`src/rtl/serctl_pkg.sv`:
```
package serctl_pkg;
    localparam int FRAME_W = 8;
    localparam int PAY_W   = FRAME_W - 1;
    localparam int CNT_W   = $clog2(FRAME_W + 1);

    // first register field positions
    localparam int A_HOOK  = 0;
    localparam int A_OUT1  = 1;
    localparam int A_OUT2  = 2;
    localparam int A_DCSEL = 4;
    localparam int A_DIAL  = 5;

    // second register field positions
    localparam int B_AGCOFF = 0;
    localparam int B_RATIO  = 1;
    localparam int B_TXMUTE = 2;
    localparam int B_RXMUTE = 3;
    localparam int B_TXBST  = 4;
    localparam int B_RXBST  = 5;
    localparam int B_SHYB   = 6;

    typedef struct packed {
        logic hook;
        logic out1;
        logic out2;
        logic dc_curr;
        logic dial;
        logic agc_off;
        logic agc_ratio;
        logic tx_mute;
        logic rx_mute;
        logic tx_boost;
        logic rx_boost;
        logic single_hyb;
    } ctl_fields_t;
endpackage

```
`src/rtl/serctl_sync.sv`:
```
module serctl_sync #(
    parameter int STAGES = 2,
    parameter int WIDTH  = 3
) (
    input  logic             clk,
    input  logic             rst_n,
    input  logic [WIDTH-1:0] async_i,
    output logic [WIDTH-1:0] sync_o
);
    logic [STAGES-1:0][WIDTH-1:0] pipe_d, pipe_q;

    generate
        if (STAGES == 1) begin : g_one
            always_comb pipe_d[0] = async_i;
        end else begin : g_many
            always_comb begin
                pipe_d[0] = async_i;
                for (int s = 1; s < STAGES; s++) pipe_d[s] = pipe_q[s-1];
            end
        end
    endgenerate

    always_ff @(posedge clk or negedge rst_n) begin
        if (!rst_n) pipe_q <= '0;
        else        pipe_q <= pipe_d;
    end

    assign sync_o = pipe_q[STAGES-1];
endmodule

```
`src/rtl/serctl_shifter.sv`:
```
module serctl_shifter
    import serctl_pkg::*;
(
    input  logic               clk,
    input  logic               rst_n,
    input  logic               sclk_s,
    input  logic               dat_s,
    input  logic               en_s,
    output logic               commit_o,
    output logic [FRAME_W-1:0] frame_o
);
    typedef struct packed {
        logic [FRAME_W-1:0] sh;
        logic [CNT_W-1:0]   cnt;
        logic               clk_p;
        logic               en_p;
    } shf_t;

    localparam logic [CNT_W-1:0] FULL = CNT_W'(FRAME_W);

    shf_t st_d, st_q;
    logic rise, fall;

    always_comb begin
        st_d       = st_q;
        rise       = sclk_s & ~st_q.clk_p;
        fall       = st_q.en_p & ~en_s;
        st_d.clk_p = sclk_s;
        st_d.en_p  = en_s;
        if (en_s) begin
            if (rise) begin
                st_d.sh = {st_q.sh[FRAME_W-2:0], dat_s};
                if (st_q.cnt != FULL) st_d.cnt = st_q.cnt + 1'b1;
            end
        end else begin
            st_d.cnt = '0;
        end
        commit_o = fall && (st_q.cnt == FULL);
    end

    always_ff @(posedge clk or negedge rst_n) begin
        if (!rst_n) st_q <= '0;
        else        st_q <= st_d;
    end

    assign frame_o = st_q.sh;

    // no shifting while the enable is low
    p_idle_hold_r1: assert property (@(posedge clk) disable iff (!rst_n)
        !en_s |=> $stable(st_q.sh));

    // the newest bit enters at the bottom on a rising serial clock
    p_shift_in_r2: assert property (@(posedge clk) disable iff (!rst_n)
        (en_s && rise) |=> (st_q.sh[0] == $past(dat_s)));
endmodule

```
`src/rtl/serctl_regs.sv`:
```
module serctl_regs
    import serctl_pkg::*;
(
    input  logic               clk,
    input  logic               rst_n,
    input  logic               wr_en,
    input  logic [FRAME_W-1:0] frame,
    output ctl_fields_t        fields_o
);
    typedef struct packed {
        logic [PAY_W-1:0] ra;
        logic [PAY_W-1:0] rb;
    } regs_t;

    regs_t rg_d, rg_q;

    always_comb begin
        rg_d = rg_q;
        if (wr_en) begin
            if (frame[FRAME_W-1]) rg_d.rb = frame[PAY_W-1:0];
            else                  rg_d.ra = frame[PAY_W-1:0];
        end
    end

    always_ff @(posedge clk or negedge rst_n) begin
        if (!rst_n) rg_q <= '0;
        else        rg_q <= rg_d;
    end

    // test and spare bits of the first register stay internal
    always_comb begin
        fields_o.hook       = rg_q.ra[A_HOOK];
        fields_o.out1       = rg_q.ra[A_OUT1];
        fields_o.out2       = rg_q.ra[A_OUT2];
        fields_o.dc_curr    = rg_q.ra[A_DCSEL];
        fields_o.dial       = rg_q.ra[A_DIAL];
        fields_o.agc_off    = rg_q.rb[B_AGCOFF];
        fields_o.agc_ratio  = rg_q.rb[B_RATIO];
        fields_o.tx_mute    = rg_q.rb[B_TXMUTE];
        fields_o.rx_mute    = rg_q.rb[B_RXMUTE];
        fields_o.tx_boost   = rg_q.rb[B_TXBST];
        fields_o.rx_boost   = rg_q.rb[B_RXBST];
        fields_o.single_hyb = rg_q.rb[B_SHYB];
    end

    // nothing moves without a commit
    p_hold_r4: assert property (@(posedge clk) disable iff (!rst_n)
        !wr_en |=> $stable(rg_q));

    // address bit 1 leaves the first register alone
    p_sel_b_r4: assert property (@(posedge clk) disable iff (!rst_n)
        (wr_en && frame[FRAME_W-1]) |=> $stable(rg_q.ra));

    // address bit 0 stores the full payload, spare and test bits included
    p_load_a_r5: assert property (@(posedge clk) disable iff (!rst_n)
        (wr_en && !frame[FRAME_W-1]) |=> (rg_q.ra == $past(frame[PAY_W-1:0])));
endmodule

```
`src/rtl/ser_ctl_port.sv`:
```
module ser_ctl_port
    import serctl_pkg::*;
#(
    parameter int SYNC_STAGES = 2
) (
    input  logic clk,
    input  logic rst_n,
    input  logic ser_clk,
    input  logic ser_dat,
    input  logic ser_en,
    output logic hook_o,
    output logic out1_o,
    output logic out2_o,
    output logic dc_curr_o,
    output logic dial_o,
    output logic agc_off_o,
    output logic agc_ratio_o,
    output logic tx_mute_o,
    output logic rx_mute_o,
    output logic tx_boost_o,
    output logic rx_boost_o,
    output logic single_hyb_o
);
    logic [2:0]         lines_s;
    logic               commit;
    logic [FRAME_W-1:0] frame;
    ctl_fields_t        fields;

    serctl_sync #(.STAGES(SYNC_STAGES), .WIDTH(3)) u_sync (
        .clk     (clk),
        .rst_n   (rst_n),
        .async_i ({ser_en, ser_dat, ser_clk}),
        .sync_o  (lines_s)
    );

    serctl_shifter u_shf (
        .clk      (clk),
        .rst_n    (rst_n),
        .sclk_s   (lines_s[0]),
        .dat_s    (lines_s[1]),
        .en_s     (lines_s[2]),
        .commit_o (commit),
        .frame_o  (frame)
    );

    serctl_regs u_regs (
        .clk      (clk),
        .rst_n    (rst_n),
        .wr_en    (commit),
        .frame    (frame),
        .fields_o (fields)
    );

    assign hook_o       = fields.hook;
    assign out1_o       = fields.out1;
    assign out2_o       = fields.out2;
    assign dc_curr_o    = fields.dc_curr;
    assign dial_o       = fields.dial;
    assign agc_off_o    = fields.agc_off;
    assign agc_ratio_o  = fields.agc_ratio;
    assign tx_mute_o    = fields.tx_mute;
    assign rx_mute_o    = fields.rx_mute;
    assign tx_boost_o   = fields.tx_boost;
    assign rx_boost_o   = fields.rx_boost;
    assign single_hyb_o = fields.single_hyb;
endmodule

```
`config.mk`:
```
export PLATFORM = sky130hd
export DESIGN_NAME = ser_ctl_port
export DESIGN_NICKNAME = d
export VERILOG_FILES = /design/src/rtl/serctl_pkg.sv /design/src/rtl/serctl_sync.sv /design/src/rtl/serctl_shifter.sv /design/src/rtl/serctl_regs.sv /design/src/rtl/ser_ctl_port.sv
export SDC_FILE = /design/constraint.sdc
export NUM_CORES = 1
export LEC_CHECK = 0
export ABC_CLOCK_PERIOD_IN_PS = 2070
export BUFFER_PORTS_ARGS = -buffer_cell sky130_fd_sc_hd__buf_4
export CAP_MARGIN = 40
export CORE_AREA = 2 2 52 54
export CTS_BUF_LIST = sky130_fd_sc_hd__clkbuf_4 sky130_fd_sc_hd__clkbuf_8 sky130_fd_sc_hd__clkbuf_16
export CTS_CLUSTER_SIZE = 28
export DETAILED_ROUTE_END_ITERATION = 10
export DIE_AREA = 0 0 54 56
export PLACE_DENSITY = 0.82
export SLEW_MARGIN = 20
export SYNTH_ARGS = -nofsm -noshare
export SYNTH_HDL_FRONTEND = slang
export SYNTH_HIERARCHICAL = 1
export SYNTH_SLANG_ARGS = --single-unit
export TNS_END_PERCENT = 5
```
`constraint.sdc`:
```
create_clock -name clk -period 2.07 [get_ports clk]
set_input_delay 0.414 -clock clk [delete_from_list [all_inputs] [get_ports clk]]
set_output_delay 0.414 -clock clk [all_outputs]
set_load 0.02 [all_outputs]
```
# [Word-level counts from Yosys, hierarchy flattened]
# Index checks and enable logic that the tools add are counted.
[word_totals] ff_bits=33 latchBits=0 ramBits=0 rom_bits=0 input_bits=5 out_inout_bits=12 word_cells=26 memories=0
[op_classes] add_sub_neg=1 mul=0 div_mod_pow=0 n_lt_le_gt_ge=0 eq_ne=4 n_shift=0 n_mux=3 bitwise_logic=5 n_reduce_logical=5
[op_table] cell="2-to-1 mux 4 bit" count=3
[op_table] cell="AND reduction 2 bit" count=4
[op_table] cell="adder 4 x 1 -> 4 bit, second input constant" count=1
[op_table] cell="equality test 4 bit, second input constant" count=1
[op_table] cell="!= test 2 x 1 -> 1 bit, second input constant" count=2
[op_table] cell="!= test 4 bit, second input constant" count=1
[op_table] cell="inverter 1 bit" count=3
[op_table] cell="AND 1 bit" count=2
[op_table] cell="logical AND 1 bit" count=1

# [Logic depth before layout (Yosys ltp)]
[depth] word_depth=4 depth_mapped=6 ltp_nobuf=6

# [Modules after synthesis]
# The synthesis kept the hierarchy.
[modules_own_cells] mod="serctl_shifter" instances=1 cells_per_inst=54 area_per_inst_um2=664.4 seq_area_each_um2=350.3
[modules_own_cells] mod="serctl_regs" instances=1 cells_per_inst=26 area_per_inst_um2=460.4 seq_area_each_um2=300.3
[modules_own_cells] mod="serctl_sync" instances=1 cells_per_inst=6 area_per_inst_um2=150.1 seq_area_each_um2=150.1

# [Least setup slack after synthesis]
# No wires, ideal clock.
[synth_path] path_type="register to register" from="register u_shf/st_q[2] (netlist bit)" to="register u_regs.rg_q (netlist bit u_regs/fields_o[0])" setup_ns=0.125 t_arrival_ns=1.640 t_required_ns=1.945 setup_slack_ns=0.306 path_stages_with_launch=7 path_buffers=0 period_less_slack_ns=1.764 cell_sequence="dfrtp_1 > inv_1 > ha_1 > nand3b_1 > nor3b_1 > nand2_4 > mux2_2"
[synth_via] elab_chain_cells=3
[synth_rtl] element="from (decl)" line_no="serctl_shifter.sv:21" rtl="shf_t st_d, st_q;"
[synth_rtl] element="from (signal assigned)" line_no="serctl_shifter.sv:43" rtl="else st_q <= st_d;"
[synth_rtl] element="equality test 4 bit" line_no="serctl_shifter.sv:38" rtl="commit_o = fall && (st_q.cnt == FULL);"
[synth_rtl] element="logical AND 1 bit" line_no="serctl_shifter.sv:38"
[synth_rtl] element="via commit" line_no="ser_ctl_port.sv:25" rtl="logic commit;"
[synth_rtl] element="AND reduction 2 bit (no source line)"
[synth_rtl] element="to (signal assigned)" line_no="serctl_regs.sv:27" rtl="else rg_q <= rg_d;"
[synth_rtl] element="to (decl)" line_no="serctl_regs.sv:15" rtl="regs_t rg_d, rg_q;"
# The timed path passes the listed nets, and every way through them passes these cells.
# A chain may end at the register's enable or synchronous reset.

# [Worst setup path in the final report]
[layout_path] from="register u_shf/st_q[2] (netlist bit)" to="register u_regs.rg_q (netlist bit u_regs/fields_o[3])"
# Same word-level chain as after synthesis.

==> out/qor.yml <==
globalRouteOverflowTotal: 0
final_area_sq_um: 1449
grt_max_degree: 33
coreArea_sq_um: 2432
diodes: 0
startpoint_type: "flop"
fill_cells: 188
syn_inst: 86
postRouteAntennaNets: 0
final_util_pct: 59.57
worst_pin_slew_ns: 0.3850
antenna_found_initial: 0
layout_commonest_cell: "dfrtp_1"
cts_buffer_depth: 2
combinationalPowerShare_pct: 8.1
p_sw_share_pct: 23.66
wirelength_um: 1884
syn_area_sq_um: 1275
fmax_mhz: 607.5
start_util_pct: 52.42
power.density_nw_per_um2: 867.1
htree_levels: 2
ir_worst_vdd_mv: 0.5481
clk_latency_ns: 0.33
rsz0062_at_grt: "false"
critPathMaxFanout: 7
layout-drive-gt1-share_pct: 46.60
hold_viol: 0
die_height_um: 56
vias_per_cell: 5.030
fin_crit_sh_pct: 79.53
slew_headroom_pct: 74.33
ys_warn_count: 6
clock_power_share_pct: 30.6
slew_violations: 0
dr.pass1.iters: 4
setup_tns_ns: 0
route.detailed.drc: 0
ys_seq_elements: 32
leakage_nw: 0.7394
placementRows: 18
yosysSeqAreaShare_pct: 62.81
worstHoldPathType: "input pin to flop"
p_seq_share_pct: 61.3
arrival_ns: 1.85
worst-endpoint-required_ns: 2.28
area_growth_pct: 13.64
ff_latch_area_sq_um: 800.8
internal_power_w: 0.0009590
wl_per_cell_um: 14.17
setup_viol: 0
max_cap_violations: 0
pre_cts_ws_ns: 0.4553
hold-worst-slack_ns: 0.1943
grt_pass1_wl_um: 3243
grt_usage_pct: 15.80
dpl-instance-area_sq_um: 1373
cts-resized-gates: 0
fin_ws_ns: 0.4238
cts_tree: "built"
finalNetCount: 109
clk_pin_slew_ns: 0.08
grt_pass1_vias: 720
syn-num-nets: 93
clock_skew_ns: 0.01191
status: "complete, no violations"
final_cell_mix: "dfrtp_1 (32), mux2_2 (20), buf_4 (17)"
synth_area_per_cell_sq_um: 14.83
die_area_sq_um: 3024
p_switching_w: 0.0002973
vias: 669
cts_root_buffer: "clkbuf_4"
setup.worst_path.class: "flop to flop"
dpl.hpwl_um: 1337
cts.sinks: 32
numCtsBuffers: 5
cp-end-kind: "flop"
post-cts-setup-buffer-count: 0
first_iter_violations: 3
multi_input_area_sq_um: 399.1
cts_hold_buf: 1
port_buffers: 16
ys_types: 20
die_x_um: 54
gp_congestion: 0.7526
period_minus_slack_ns: 1.646
io_pins: 17
[stage by stage]
| step | total power (W) | instances |
|---|---|---|
| global placement | 0.0008725 | 124 |
| floorplan | 0.0009177 | 86 |
| CTS | 0.001275 | 133 |
| global route | 0.001323 | 133 |
| detailed placement | 0.0008866 | 124 |
| finish | 0.001256 | 133 |
[cells in the mapped netlist, drive strengths merged]
library cell,count,area share (%)
dfrtp,32,63
mux2,20,18
buf,9,5.3
nand2,6,2.4
ha,2,2.0
inv,2,0.59
mux2i,2,1.6
nand2b,2,1.6
nand3b,2,1.5
o21ai,2,0.79
a21boi,1,0.59
and3b,1,0.69
nand3,1,0.39
nand4b,1,0.69
nor2b,1,0.49
nor3b,1,0.59
or3,1,0.49
[power by group through the flow]
stage	clock (W)	combinational, W	sequential, W
floorplan	0	0.000173	0.000745
global placement	0	0.0000968	0.000776
detailed placement	0	0.000102	0.000785
CTS	0.000399	0.000105	0.000771
global route	0.000428	0.000113	0.000783
finish	0.000384	0.000102	0.000770
[flip-flops by register name (all words and copies together), names as in the netlist]
signal and flops:
u_shf/st_q 6, u_regs/fields_o 12, u_sync/pipe_d 3, u_shf/frame_o 8, u_sync/sync_o 3
[kinds of logic (layout without fill, tap and decap cells)]
| logic type | after synthesis | in the layout | synth area share, % |
|---|---|---|---|
| AO/OA/AOI/OAI | 3 | 3 | 1.374 |
| adder cells (fa/ha/maj) | 2 | 2 | 1.962 |
| buffers and inverters | 11 | 28 | 5.888 |
| flip-flops | 32 | 32 | 62.81 |
| multiplexers | 22 | 22 | 19.23 |
| AND/OR/NAND/NOR | 16 | 16 | 8.735 |
[layout make-up]
| type | instances | share of cell area [%] |
|---|---|---|
| timing repair buffer | 18 | 9.499 |
| tap | 30 | 2.591 |
| sequential | 32 | 55.27 |
| multi-input combinational | 43 | 27.55 |
| clock buffer | 8 | 4.577 |
| inverter | 2 | 0.5181 |
[critical path, cell delays in order (launching register included)]
cell and delay [ns]:
dfrtp_1 0.42, inv_1 0.09, ha_1 0.14, nand3b_1 0.13
nor3b_1 0.22, buf_4 0.17, nand2_4 0.08, mux2_2 0.29
[final timing paths]
path	startpoint	end	slack [ns]	depth (start not counted)
max	u_shf/st_q[2]$_DFFE_PN0P_	u_regs/fields_o[3]$_DFFE_PN0P_	0.42	7
min	ser_dat	u_sync/pipe_d[4]$_DFF_PN0_	0.19	1
max reg2reg	u_shf/st_q[2]$_DFFE_PN0P_	u_regs/fields_o[3]$_DFFE_PN0P_	0.42	7
min reg2reg	u_sync/pipe_d[5]$_DFF_PN0_	u_sync/sync_o[2]$_DFF_PN0_	0.35	0
max in group asynchronous	rst_n	u_shf/st_q[2]$_DFFE_PN0P_	1.24	2
min in group asynchronous	rst_n	u_shf/st_q[4]$_DFFE_PN0P_	0.54	2
[metal layers]
| metal | wire [um] | vias to the layer above | share of wire [%] | GRT usage, % |
|---|---|---|---|---|
| li1 | - | 319 | - | - |
| met2 | 934 | 15 | 50 | 21.25 |
| met4 | 35 | 0 | 1.9 | 10.00 |
| met5 | 0 | - | 0 | 0 |
| met3 | 98 | 4 | 5.2 | 8.065 |
| met1 | 815 | 331 | 43 | 19.57 |
No activity file was read; power rests on OpenSTA's default activity.
